===== src/rtl/ucode_seq_pkg.sv =====
package ucode_seq_pkg;

  localparam int CW = 21;
  typedef logic [CW-1:0] ctrl_t;

  // control bit positions
  localparam int B_PC_OUT    = 0;
  localparam int B_MAR_LOAD  = 1;
  localparam int B_MEM_OUT   = 2;
  localparam int B_IR_LOAD   = 3;
  localparam int B_PC_INC    = 4;
  localparam int B_A_LOAD    = 5;
  localparam int B_A_OUT     = 6;
  localparam int B_B_LOAD    = 7;
  localparam int B_B_OUT     = 8;
  localparam int B_ALU_OUT   = 9;
  localparam int B_ALU_SUB   = 10;
  localparam int B_FLAG_LOAD = 11;
  localparam int B_MEM_WRITE = 12;
  localparam int B_PC_LOAD   = 13;
  localparam int B_OUT_LOAD  = 14;
  localparam int B_A_CLR     = 15;
  localparam int B_B_CLR     = 16;
  localparam int B_FLAG_CLR  = 17;
  localparam int B_PC_CLR    = 18;
  localparam int B_STEP_CLR  = 19;
  localparam int B_HALT      = 20;

  localparam ctrl_t M_PC_OUT    = ctrl_t'(1) << B_PC_OUT;
  localparam ctrl_t M_MAR_LOAD  = ctrl_t'(1) << B_MAR_LOAD;
  localparam ctrl_t M_MEM_OUT   = ctrl_t'(1) << B_MEM_OUT;
  localparam ctrl_t M_IR_LOAD   = ctrl_t'(1) << B_IR_LOAD;
  localparam ctrl_t M_PC_INC    = ctrl_t'(1) << B_PC_INC;
  localparam ctrl_t M_A_LOAD    = ctrl_t'(1) << B_A_LOAD;
  localparam ctrl_t M_A_OUT     = ctrl_t'(1) << B_A_OUT;
  localparam ctrl_t M_B_LOAD    = ctrl_t'(1) << B_B_LOAD;
  localparam ctrl_t M_B_OUT     = ctrl_t'(1) << B_B_OUT;
  localparam ctrl_t M_ALU_OUT   = ctrl_t'(1) << B_ALU_OUT;
  localparam ctrl_t M_ALU_SUB   = ctrl_t'(1) << B_ALU_SUB;
  localparam ctrl_t M_FLAG_LOAD = ctrl_t'(1) << B_FLAG_LOAD;
  localparam ctrl_t M_MEM_WRITE = ctrl_t'(1) << B_MEM_WRITE;
  localparam ctrl_t M_PC_LOAD   = ctrl_t'(1) << B_PC_LOAD;
  localparam ctrl_t M_OUT_LOAD  = ctrl_t'(1) << B_OUT_LOAD;
  localparam ctrl_t M_A_CLR     = ctrl_t'(1) << B_A_CLR;
  localparam ctrl_t M_B_CLR     = ctrl_t'(1) << B_B_CLR;
  localparam ctrl_t M_FLAG_CLR  = ctrl_t'(1) << B_FLAG_CLR;
  localparam ctrl_t M_STEP_CLR  = ctrl_t'(1) << B_STEP_CLR;
  localparam ctrl_t M_HALT      = ctrl_t'(1) << B_HALT;

  // bus drivers, at most one per word
  localparam ctrl_t M_DRIVERS = M_PC_OUT | M_MEM_OUT | M_A_OUT | M_B_OUT | M_ALU_OUT;

  // opcodes (upper nibble of the instruction)
  localparam logic [3:0] OP_NOP = 4'h0;
  localparam logic [3:0] OP_LDA = 4'h1;
  localparam logic [3:0] OP_ADD = 4'h2;
  localparam logic [3:0] OP_SUB = 4'h3;
  localparam logic [3:0] OP_STA = 4'h4;
  localparam logic [3:0] OP_LDI = 4'h5;
  localparam logic [3:0] OP_JMP = 4'h6;
  localparam logic [3:0] OP_JC  = 4'h7;
  localparam logic [3:0] OP_JZ  = 4'h8;
  localparam logic [3:0] OP_OUT = 4'h9;
  localparam logic [3:0] OP_CLR = 4'hA;
  localparam logic [3:0] OP_HLT = 4'hF;

endpackage


===== src/rtl/useq_phase.sv =====
module useq_phase #(
  parameter int SETTLE_SLOTS = 1
) (
  input  logic clk,
  input  logic rst_n,
  input  logic hold,
  output logic act_en,
  output logic step_en,
  output logic snap_en
);

  // at least one settle slot so a halt word is seen before the next action
  localparam int SETTLE_EFF = (SETTLE_SLOTS < 1) ? 1 : SETTLE_SLOTS;
  localparam int SLOTS      = 3 + SETTLE_EFF;
  localparam int PH_W       = $clog2(SLOTS);
  localparam logic [PH_W-1:0] PH_ACT  = PH_W'(0);
  localparam logic [PH_W-1:0] PH_STEP = PH_W'(1);
  localparam logic [PH_W-1:0] PH_SNAP = PH_W'(2);
  localparam logic [PH_W-1:0] PH_LAST = PH_W'(SLOTS - 1);

  logic [PH_W-1:0] ph_q;
  logic [PH_W-1:0] ph_d;

  always_comb begin
    ph_d = ph_q;
    if (ph_q == PH_LAST) begin
      if (!hold) ph_d = PH_ACT;
    end else begin
      ph_d = ph_q + 1'b1;
    end
  end

  always_ff @(posedge clk or negedge rst_n) begin
    if (!rst_n) ph_q <= PH_ACT;
    else        ph_q <= ph_d;
  end

  assign act_en  = (ph_q == PH_ACT);
  assign step_en = (ph_q == PH_STEP);
  assign snap_en = (ph_q == PH_SNAP);

endmodule


===== src/rtl/useq_step.sv =====
module useq_step #(
  parameter int STEP_W = 3
) (
  input  logic              clk,
  input  logic              rst_n,
  input  logic              en,
  input  logic              clr,
  output logic [STEP_W-1:0] step
);

  logic [STEP_W-1:0] step_d;

  always_comb begin
    step_d = step;
    if (en) begin
      if (clr) step_d = '0;
      else     step_d = step + 1'b1;
    end
  end

  always_ff @(posedge clk or negedge rst_n) begin
    if (!rst_n) step <= '0;
    else        step <= step_d;
  end

endmodule


===== src/rtl/useq_snap.sv =====
module useq_snap #(
  parameter int WIDTH = 13
) (
  input  logic             clk,
  input  logic             rst_n,
  input  logic             en,
  input  logic [WIDTH-1:0] d,
  output logic [WIDTH-1:0] q
);

  logic [WIDTH-1:0] q_d;

  always_comb begin
    q_d = q;
    if (en) q_d = d;
  end

  always_ff @(posedge clk or negedge rst_n) begin
    if (!rst_n) q <= '0;
    else        q <= q_d;
  end

endmodule


===== src/rtl/useq_rom.sv =====
module useq_rom
  import ucode_seq_pkg::*;
#(
  parameter int IR_W   = 8,
  parameter int STEP_W = 3
) (
  input  logic [IR_W+STEP_W+1:0] addr,
  output ctrl_t                  word
);

  localparam ctrl_t W_FETCH0 = M_PC_OUT | M_MAR_LOAD;
  localparam ctrl_t W_FETCH1 = M_MEM_OUT | M_IR_LOAD | M_PC_INC;
  localparam ctrl_t W_OPND_A = M_PC_OUT | M_MAR_LOAD;
  localparam ctrl_t W_OPND_B = M_MEM_OUT | M_MAR_LOAD | M_PC_INC;

  logic              cy;
  logic              zf;
  logic [3:0]        op;
  logic [STEP_W-1:0] st;

  assign cy = addr[IR_W+STEP_W+1];
  assign zf = addr[IR_W+STEP_W];
  assign op = addr[IR_W+STEP_W-1 -: 4];
  assign st = addr[STEP_W-1:0];

  generate
    if (IR_W > 4) begin : g_low_ir
      logic unused_ir_lo;
      assign unused_ir_lo = ^addr[STEP_W+IR_W-5:STEP_W];
    end
  endgenerate

  always_comb begin
    word = M_STEP_CLR;
    if (st == STEP_W'(0)) begin
      word = W_FETCH0;
    end else if (st == STEP_W'(1)) begin
      word = W_FETCH1;
    end else begin
      case (op)
        OP_LDA: begin
          if      (st == STEP_W'(2)) word = W_OPND_A;
          else if (st == STEP_W'(3)) word = W_OPND_B;
          else if (st == STEP_W'(4)) word = M_MEM_OUT | M_A_LOAD | M_STEP_CLR;
        end
        OP_ADD, OP_SUB: begin
          if      (st == STEP_W'(2)) word = W_OPND_A;
          else if (st == STEP_W'(3)) word = W_OPND_B;
          else if (st == STEP_W'(4)) word = M_MEM_OUT | M_B_LOAD;
          else if (st == STEP_W'(5))
            word = M_ALU_OUT | M_A_LOAD | M_FLAG_LOAD | M_STEP_CLR
                 | ((op == OP_SUB) ? M_ALU_SUB : '0);
        end
        OP_STA: begin
          if      (st == STEP_W'(2)) word = W_OPND_A;
          else if (st == STEP_W'(3)) word = W_OPND_B;
          else if (st == STEP_W'(4)) word = M_A_OUT | M_MEM_WRITE | M_STEP_CLR;
        end
        OP_LDI: begin
          if      (st == STEP_W'(2)) word = W_OPND_A;
          else if (st == STEP_W'(3)) word = M_MEM_OUT | M_A_LOAD | M_PC_INC | M_STEP_CLR;
        end
        OP_JMP, OP_JC, OP_JZ: begin
          if (st == STEP_W'(2)) begin
            word = W_OPND_A;
          end else if (st == STEP_W'(3)) begin
            if ((op == OP_JMP) || (op == OP_JC && cy) || (op == OP_JZ && zf))
              word = M_MEM_OUT | M_PC_LOAD | M_STEP_CLR;
            else
              word = M_PC_INC | M_STEP_CLR;
          end
        end
        OP_OUT: begin
          if (st == STEP_W'(2)) word = M_A_OUT | M_OUT_LOAD | M_STEP_CLR;
        end
        OP_CLR: begin
          if (st == STEP_W'(2)) word = M_A_CLR | M_B_CLR | M_FLAG_CLR | M_STEP_CLR;
        end
        OP_HLT: begin
          word = M_HALT;
        end
        default: word = M_STEP_CLR;
      endcase
    end
  end

endmodule


===== src/rtl/ucode_seq.sv =====
module ucode_seq
  import ucode_seq_pkg::*;
#(
  parameter int IR_W         = 8,
  parameter int STEP_W       = 3,
  parameter int SETTLE_SLOTS = 1
) (
  input  logic              clk,
  input  logic              rst_n,
  input  logic [IR_W-1:0]   ir_i,
  input  logic              carry_i,
  input  logic              zero_i,
  output logic [CW-1:0]     ctrl_o,
  output logic [STEP_W-1:0] step_o,
  output logic              act_o
);

  localparam int ADDR_W = 2 + IR_W + STEP_W;

  logic              act_en;
  logic              step_en;
  logic              snap_en;
  logic [STEP_W-1:0] step;
  logic [ADDR_W-1:0] addr_live;
  logic [ADDR_W-1:0] addr_snap;
  ctrl_t             word;

  useq_phase #(.SETTLE_SLOTS(SETTLE_SLOTS)) u_phase (
    .clk     (clk),
    .rst_n   (rst_n),
    .hold    (word[B_HALT]),
    .act_en  (act_en),
    .step_en (step_en),
    .snap_en (snap_en)
  );

  useq_step #(.STEP_W(STEP_W)) u_step (
    .clk   (clk),
    .rst_n (rst_n),
    .en    (step_en),
    .clr   (word[B_STEP_CLR]),
    .step  (step)
  );

  assign addr_live = {carry_i, zero_i, ir_i, step};

  useq_snap #(.WIDTH(ADDR_W)) u_snap (
    .clk   (clk),
    .rst_n (rst_n),
    .en    (snap_en),
    .d     (addr_live),
    .q     (addr_snap)
  );

  useq_rom #(.IR_W(IR_W), .STEP_W(STEP_W)) u_rom (
    .addr (addr_snap),
    .word (word)
  );

  assign ctrl_o = word;
  assign step_o = step;
  assign act_o  = act_en;

endmodule


===== config.mk =====
export PLATFORM = sky130hd
export DESIGN_NAME = ucode_seq
export DESIGN_NICKNAME = d
export VERILOG_FILES = /design/src/rtl/ucode_seq_pkg.sv /design/src/rtl/useq_phase.sv /design/src/rtl/useq_step.sv /design/src/rtl/useq_snap.sv /design/src/rtl/useq_rom.sv /design/src/rtl/ucode_seq.sv
export SDC_FILE = /design/constraint.sdc
export NUM_CORES = 1
export LEC_CHECK = 0
export BUFFER_PORTS_ARGS = -buffer_cell sky130_fd_sc_hd__buf_4
export CORE_MARGIN = 4
export CORE_UTILIZATION = 50
export DETAILED_ROUTE_END_ITERATION = 16
export GPL_TIMING_DRIVEN = 0
export PLACE_DENSITY = 0.77
export SLEW_MARGIN = 30
export SYNTH_ARGS = -nofsm -noshare
export SYNTH_HDL_FRONTEND = slang
export SYNTH_HIERARCHICAL = 1
export SYNTH_SLANG_ARGS = --single-unit
export TNS_END_PERCENT = 30

===== constraint.sdc =====
create_clock -name clk -period 3.61 [get_ports clk]
set_clock_uncertainty 0.1 [all_clocks]
set_input_delay 0.1805 -clock clk [delete_from_list [all_inputs] [get_ports clk]]
set_output_delay 0.1805 -clock clk [all_outputs]
set_load 0.03 [all_outputs]

==> reports/metrics.yaml <==
clocking:
  clock-sinks: 14
  clock_path_buffers: 2
  ctsRootBufferMaster: "clkbuf_4"
  worst_skew_pair.late_latency_ps: 270
  clkTransAtPathRegs_ps: 80
  postCtsSetupRepairBufs: 0
  htree_levels: 1
  cts_tree: "built"
  cts_made_buffers: 3
worst_hold_path:
  hp-class: "primary input to flop"
sta:
  hold_violations: 0
  rsz0062_at_grt: "false"
  timing.fmax_mhz: 433
  period_needed_ps: 2310
  fin_crit_sh: 0.640
  fin_setup_tns_ps: 0
  setup_viol: 0
  slew_viol_final: 0
  worst_slack_ps: 1300
critical_path:
  max_stage_delay_ps: 370
  critPathLaunchType: "flop"
  path_class: "flop to output port"
  critPathArrivalTime_ps: 2030
  crit_path_top_delay_cell: "clkbuf_1"
  critPathRequiredTime_ps: 3330
  ff2ff_setup_slack_ps: 1520
  endpoint_kind: "output port"
  path_cells: "buf_2 > clkbuf_1 > o21a_1 > o22ai_1 > o2bb2ai_1 > buf_4"
  cp_max_fo: 10
route:
  wirelength_um: 2480
  dr.pass1.iters: 4
  post_drt_via_cell_ratio: 5.45
  num_vias: 1013
  drc: 0
  drt.antenna.violating_nets: 0
  wire_per_inst_um: 13.3
  dr.first_iter.drc_count: 26
finish:
  regArea_um2: 350
  final_cells: 186
  num_antenna_cells: 0
  area_delta_synth_final_pct: 27.2
  multi_input_area_um2: 674
  fill_cells: 171
  nets: 177
  drive_above_1_share: 0.403
floorplanning:
  io_pins: 37
  die_y_um: 55.7
  start_util: 0.551
  die_area_mm2: 0.00310
  die_x_um: 55.7
  core_mm2: 0.00206
  num_rows: 16
global_routing:
  grt_max_degree: 15
  grt_pass1_wl_um: 4260
  grt_pass1_vias: 945
  grt.total_usage: 0.163
  antenna_found_initial: 0
  grt_overflow: 0
power_and_ir_drop:
  clkPwrFrac: 0.080
  p_leak_nw: 0.691
  p_seq_frac: 0.235
  switchingPower_mw: 0.648
  combPwrFrac: 0.685
  irDropWorstVdd_mv: 0.609
  internal_power_mw: 0.703
  fin_total_pwr_mw: 1.35
  p_per_area_mw_per_mm2: 935
  swShare: 0.480
synthesis:
  synth_area_mm2: 0.00114
  syn_avg_cell_area_um2: 9.24
  syn_inst: 123
  ys.warnings.count: 6
place:
  hpwl_um: 1960
  port_buffers: 30
  placed_cells: 181
  gp_congestion: 0.870
  dp_slack_ps: 1540
outcome:
  status: "complete, no violations"
flow_run:
  max_cap_violations: 0
[flip-flops by register name (all words and copies together), names as in the netlist]
| register | cells |
|---|---|
| u_phase/ph_q | 2 |
| u_snap/q | 9 |
| u_step/step | 3 |
[power by group through the flow]
stage | registers [mW] | logic, mW | clock network, mW
after floorplan | 0.328 | 0.670 | 0
after global placement | 0.314 | 0.900 | 0
after detailed placement | 0.322 | 0.921 | 0
after CTS | 0.319 | 0.926 | 0.111
after global routing | 0.333 | 0.998 | 0.115
final | 0.318 | 0.925 | 0.108
[cells in the final DEF (no fill, tap or decap), drive strengths merged, types with 2 or more instances in the layout]
cell / count
buf: 43
dfrtp: 14
nand2: 12
mux2: 12
nor2: 9
inv: 6
ha: 5
clkbuf: 5
o21ai: 5
a31oi: 4
nor3: 4
nand3: 3
nand2b: 3
a21oi: 3
nor3b: 3
and3b: 2
conb: 2
or3: 2
[worst paths after layout]
check                              from              to  depth (start not counted)
min reg2reg                u_snap/q[10]    u_snap/q[10]                          1
max in group asynchronous         rst_n    u_snap/q[11]                          2
min in group asynchronous         rst_n  u_step/step[2]                          2
max reg2reg                u_snap/q[10]  u_step/step[0]                          7
max                        u_snap/q[10]      ctrl_o[19]                          6
min                             ir_i[4]     u_snap/q[7]                          2
[metal layers]
layer,up-vias,share of wire,track usage
met4,0,0.0093,0.0556
met3,4,0.075,0.0278
met1,462,0.43,0.223
li1,503,-,-
met5,-,0,0
met2,44,0.48,0.257
[per-stage QoR]
stage	hold slack, ps	util	instance area, µm²
finish	30.6	0.701	1450
global route	26.7	0.701	1450
CTS	24.5	0.701	1450
detailed placement	-64.7	0.678	1400
global placement	-65.3	0.678	1400
floorplan	-215	-	1140
[final cells by class]
cell class,count,area share
Multi-Input combinational cell,90,0.467
Sequential cell,14,0.242
Timing Repair Buffer,31,0.163
Buffer,14,0.0641
Clock buffer,4,0.0251
Tap cell,27,0.0234
Inverter,6,0.0156
[what timing repair did]
| item | in CTS | in global routing |
|---|---|---|
| gates resized for setup | 0 | 0 |
| hold buffers | 1 | 0 |
| hold endpoints to repair | 14 | 0 |
[worst max-delay path, delay by kind of cell, from the launching register on]
family	cells	cell delay (ps)
buffers and inverters	3	790
flip-flops	1	340
AO/OA/AOI/OAI	3	620
No activity file was read; power rests on OpenSTA's default activity.
